==> src/rtl/idx_ea_pkg.sv <==
package idx_ea_pkg;

   localparam int MODE_W = 3;
   localparam int LEN_W  = 2;

   typedef enum logic [MODE_W-1:0] {
      AM_IX   = 3'd0,
      AM_IXP  = 3'd1,
      AM_IX8  = 3'd2,
      AM_DIR  = 3'd3,
      AM_EXT  = 3'd4
   } am_e;

endpackage

==> src/rtl/ea_add.sv <==
// Unsigned adder of a zero-extended narrow operand onto a wide base, wrapping.
module ea_add #(
   parameter int ADDR_W      = 16,
   parameter int OFF_W       = 8,
   parameter bit SPLIT_CARRY = 1'b1
) (
   input  logic [ADDR_W-1:0] base,
   input  logic [OFF_W-1:0]  off,
   output logic [ADDR_W-1:0] sum
);
   localparam int HI_W = ADDR_W - OFF_W;

   if (OFF_W >= ADDR_W) begin : g_bad_w
      $error("ea_add: OFF_W must be narrower than ADDR_W");
   end

   if (SPLIT_CARRY) begin : g_split
      logic [OFF_W:0]  lo_sum;
      logic [HI_W-1:0] hi_sum;
      always_comb begin
         lo_sum = {1'b0, base[OFF_W-1:0]} + {1'b0, off};
         hi_sum = base[ADDR_W-1:OFF_W] + {{(HI_W-1){1'b0}}, lo_sum[OFF_W]};
      end
      assign sum = {hi_sum, lo_sum[OFF_W-1:0]};
   end else begin : g_flat
      assign sum = base + {{HI_W{1'b0}}, off};
   end
endmodule

==> src/rtl/ea_sel.sv <==
// Mode decode: picks the address source and the length for each mode code.
module ea_sel
   import idx_ea_pkg::*;
#(
   parameter int ADDR_W = 16,
   parameter int BYTE_W = 8
) (
   input  logic [MODE_W-1:0] mode,
   input  logic [ADDR_W-1:0] hx,
   input  logic [ADDR_W-1:0] hx_off,
   input  logic [BYTE_W-1:0] opnd_hi,
   input  logic [BYTE_W-1:0] opnd_lo,
   output logic [ADDR_W-1:0] ea,
   output logic [LEN_W-1:0]  len,
   output logic              post
);
   localparam int PAD_W = ADDR_W - BYTE_W;

   always_comb begin
      ea   = '0;
      len  = '0;
      post = 1'b0;
      case (mode)
         AM_IX:  begin ea = hx;                        len = LEN_W'(1); end
         AM_IXP: begin ea = hx;                        len = LEN_W'(2); post = 1'b1; end
         AM_IX8: begin ea = hx_off;                    len = LEN_W'(2); end
         AM_DIR: begin ea = {{PAD_W{1'b0}}, opnd_hi};  len = LEN_W'(2); end
         AM_EXT: begin ea = {opnd_hi, opnd_lo};        len = LEN_W'(3); end
         default: begin ea = '0; len = '0; post = 1'b0; end
      endcase
   end
endmodule

==> src/rtl/idx_ea_gen.sv <==
module idx_ea_gen
   import idx_ea_pkg::*;
#(
   parameter int ADDR_W      = 16,
   parameter int BYTE_W      = 8,
   parameter bit SPLIT_CARRY = 1'b1
) (
   input  logic                    clk,
   input  logic                    rst_n,
   input  logic                    start,
   input  logic [MODE_W-1:0]       mode,
   input  logic [ADDR_W-1:0]       hx,
   input  logic [BYTE_W-1:0]       opnd_hi,
   input  logic [BYTE_W-1:0]       opnd_lo,
   output logic                    done,
   output logic [ADDR_W-1:0]       ea,
   output logic [LEN_W-1:0]        len,
   output logic                    hx_we,
   output logic [ADDR_W-1:0]       hx_next
);
   if (ADDR_W != 2*BYTE_W) begin : g_bad_cfg
      $error("idx_ea_gen: ADDR_W must equal two operand bytes");
   end

   logic [ADDR_W-1:0] hx_off, hx_inc, sel_ea;
   logic [LEN_W-1:0]  sel_len;
   logic              sel_post;

   ea_add #(.ADDR_W(ADDR_W), .OFF_W(BYTE_W), .SPLIT_CARRY(SPLIT_CARRY)) u_off (
      .base(hx), .off(opnd_hi), .sum(hx_off)
   );

   ea_add #(.ADDR_W(ADDR_W), .OFF_W(BYTE_W), .SPLIT_CARRY(SPLIT_CARRY)) u_inc (
      .base(hx), .off(BYTE_W'(1)), .sum(hx_inc)
   );

   ea_sel #(.ADDR_W(ADDR_W), .BYTE_W(BYTE_W)) u_sel (
      .mode(mode), .hx(hx), .hx_off(hx_off),
      .opnd_hi(opnd_hi), .opnd_lo(opnd_lo),
      .ea(sel_ea), .len(sel_len), .post(sel_post)
   );

   always_ff @(posedge clk) begin
      if (!rst_n) begin
         done    <= 1'b0;
         hx_we   <= 1'b0;
         ea      <= '0;
         len     <= '0;
         hx_next <= '0;
      end else begin
         done  <= start;
         hx_we <= start & sel_post;
         if (start) begin
            ea  <= sel_ea;
            len <= sel_len;
            if (sel_post) hx_next <= hx_inc;
         end
      end
   end
endmodule

==> config.mk <==
export PLATFORM = sky130hd
export DESIGN_NAME = idx_ea_gen
export DESIGN_NICKNAME = d
export VERILOG_FILES = /design/src/rtl/idx_ea_pkg.sv /design/src/rtl/ea_add.sv /design/src/rtl/ea_sel.sv /design/src/rtl/idx_ea_gen.sv
export SDC_FILE = /design/constraint.sdc
export NUM_CORES = 1
export LEC_CHECK = 0
export BUFFER_PORTS_ARGS = -buffer_cell sky130_fd_sc_hd__buf_2
export CORE_MARGIN = 2
export CORE_UTILIZATION = 45
export DETAILED_ROUTE_END_ITERATION = 8
export GPL_TIMING_DRIVEN = 0
export PLACE_DENSITY_LB_ADDON = 0.08
export SLEW_MARGIN = 30
export SYNTH_ARGS = -nofsm -noshare
export SYNTH_HDL_FRONTEND = slang
export SYNTH_SLANG_ARGS = --single-unit
==> constraint.sdc <==
create_clock -name clk -period 2.15 [get_ports clk]
set_input_delay 0 -clock clk [delete_from_list [all_inputs] [get_ports clk]]
set_output_delay 0 -clock clk [all_outputs]
set_load 0.01 [all_outputs]
==> results.cfg <==
[routing]
drc = 0
ant_nets = 0
drt_wl_total_um = 7390
first_pass_iters = 4
drtIter0Drc = 136
wl_per_cell_um = 16.3
vias = 2532
vias_per_cell = 5.59

[synth]
synth_edf_count = 0
synthCells = 296
yosysTopAreaCell = dfxtp_1
synth_common_cells = dfxtp_1 (36), nor2_1 (31), a21oi_1 (26), o21ai_0 (22), nand2_1 (18)
synth.most_common_cell = dfxtp_1
ys_ff_latch = 36
synthesis.area_sq_um = 2390
async_flop_share = 0
synth-seq-area-share = 0.302
yosys_warnings = 0
synth_ff_type = dfxtp_1
avgSynthCellArea_sq_um = 8.07
yosysUniqueCellTypes = 57
synth.area.top_cells = dfxtp_1 (30%), ha_1 (6.8%), a21oi_1 (5.4%)
syn_nets = 348
synth_top_cell_area_share = 0.302

[place]
place.port_buffers = 71
gp_congestion = 0.976
dp_slack_ns = -0.491
dp_hpwl_um = 5590

[status]
status = complete, no violations

[sta]
rsz0062_at_grt = no
period_needed_ns = 2.01
finClkSkew_ns = 0
hold_violations = 0
worst_slack_ns = 0.142
timing.fmax_mhz = 498
timing.final.crit_share = 0.934
max-slew-margin-rel = 0.553
setup_viol = 0
worst_pin_slew_ns = 0.671
maxSlewViolCount = 0

[grt]
grt_antenna_before_repair = 0
grt_usage = 0.251
grt_overflow_total = 0
grt_pass1_wl_um = 11800
first_global_vias = 2414
grt_max_degree = 12

[die]
core_sq_um = 5110
num_io_pins = 74
initial_core_util = 0.468
dieArea_sq_um = 5910
fp.dieH_um = 76.9
std_cell_rows = 26
die_w_um = 76.9

[final_layout]
final_util = 0.602
layout-drive-gt1-share = 0.308
num_antenna_cells = 0
nets = 434
area.growth.synth_to_final_pct = 28.7

[worst_setup_path]
critPathArrivalTime_ns = 2.22
cp-end-kind = register
crit_fanout = 5
startpoint_type = input pin
worstSetupPathType = input pin to register
required_ns = 2.37

[clock_network]
clockBufferDepth = 2
htree_levels = 2
cts-root-buf = clkbuf_8
cts_inserted_buffers = 5
clock_latency_ns = 0.29
cts_tree = done
clk_transition_reported_paths_ns = 0.07
cts.sink_count = 36

[power]
clkPwrFrac = 0.307
p_switching_mw = 0.528
powerDensity_nw_per_um2 = 542
power_frac_seq = 0.424
swShare = 0.317
comb_power_share = 0.269
ir_worst_vdd_mv = 0.316
leakagePower_nw = 1.33
power.internal_mw = 1.14

[run]
drv_cap = 0

[hold_path]
hold_class = input pin to register
==> layer usage <==
metal	routed length, um	track usage	share of wire
met1	3520	0.341	0.48
met2	3390	0.406	0.46
met3	341	0.0400	0.046
met4	140	0.0836	0.019
met5	0	0	0
==> critical path, stage by stage <==
cell and delay (ns):
buf_6 0.10, ha_4 0.12, inv_1 0.05, fa_2 0.38, nor2b_4 0.14, o31a_1 0.22, o22ai_4 0.10, o21ai_4 0.17
ha_4 0.17, inv_2 0.04, nor4_4 0.26, xor2_1 0.17, nand2_1 0.08, a211oi_2 0.22
==> registers in the layout (all words and copies together) (netlist names) <==
register / cells
len: 2
done: 1
hx_next: 16
ea: 16
hx_we: 1
==> final timing paths <==
check	startpoint	endpoint	slack, ns	depth (start not counted)
hold reg to reg	ea[4]$_SDFFE_PN0P_	ea[4]$_SDFFE_PN0P_	0.47	2
setup / recovery	hx[0]	ea[15]$_SDFFE_PN0P_	0.14	14
setup reg to reg	ea[6]$_SDFFE_PN0P_	ea[6]$_SDFFE_PN0P_	1.04	4
hold / removal	opnd_lo[0]	ea[0]$_SDFFE_PN0P_	0.006	3
==> final cells by class <==
class,count,area [sq um]
Tap cell,70,87.6
Multi-Input combinational cell,230,1580
Sequential cell,36,721
Clock inverter,2,10.0
Timing Repair Buffer,79,435
Fill cell,513,2030
Buffer,19,111
Inverter,11,41.3
Clock buffer,6,82.6
==> metrics by stage <==
step	hold WS, ns	TNS (ns)	instance area (sq um)	instances	power, mW
finish	0.00575	0	3070	453	1.67
global placement	0.275	-2.48	2830	437	1.12
floorplan	0.0956	0	2390	296	0.973
global route	0.0373	0	3070	453	1.75
detailed placement	0.279	-2.86	2830	437	1.13
CTS	0.0110	0	2990	449	1.65
==> cells by family (layout without fill, tap and decap cells) <==
kind of cell / count (synthesis) / count (layout) / share of synthesized area
buffers and inverters: 30 / 117 / 0.0639
AND/OR/NAND/NOR: 95 / 95 / 0.198
multiplexers: 4 / 4 / 0.0168
adder cells (fa/ha/maj): 14 / 14 / 0.0765
XOR/XNOR: 18 / 18 / 0.0660
AO/OA/AOI/OAI: 99 / 99 / 0.277
flip-flops: 36 / 36 / 0.302
==> cells in the final DEF (no fill, tap or decap), types with 3 or more instances in the layout <==
cell type,synthesis,routed
a211oi_1,16,16
mux2i_1,4,4
nor2_1,31,31
xor2_1,8,8
nand3_1,17,17
buf_2,8,77
dfxtp_1,36,36
dlygate4sd3_1,0,3
buf_4,4,9
a22oi_1,6,6
o21ai_1,2,5
ha_1,13,11
nand2_1,18,18
a21oi_1,26,26
inv_1,10,9
nor3_1,3,3
clkbuf_8,0,6
clkbuf_1,4,4
xnor2_1,10,10
o21ai_0,22,18
buf_6,2,4
nor2b_1,5,4
and3_1,6,6
==> power groups by stage <==
| stage | registers, mW | clock network (mW) | logic [mW] |
|---|---|---|---|
| after floorplan | 0.735 | 0 | 0.237 |
| after global placement | 0.722 | 0 | 0.400 |
| after detailed placement | 0.722 | 0 | 0.403 |
| after CTS | 0.706 | 0.524 | 0.419 |
| after global routing | 0.710 | 0.552 | 0.491 |
| final | 0.707 | 0.511 | 0.449 |
==> what timing repair did <==
action / in CTS / in global routing
resized for setup: 5 / 15
cloned: 0 / 0
setup buffers: 1 / 4
endpoints found under the setup margin: 5 / 8
pin swaps: 3 / 11
hold endpoints to repair: 3 / 0
hold buffers: 3 / 0
Power figures use the tool's default switching activity.
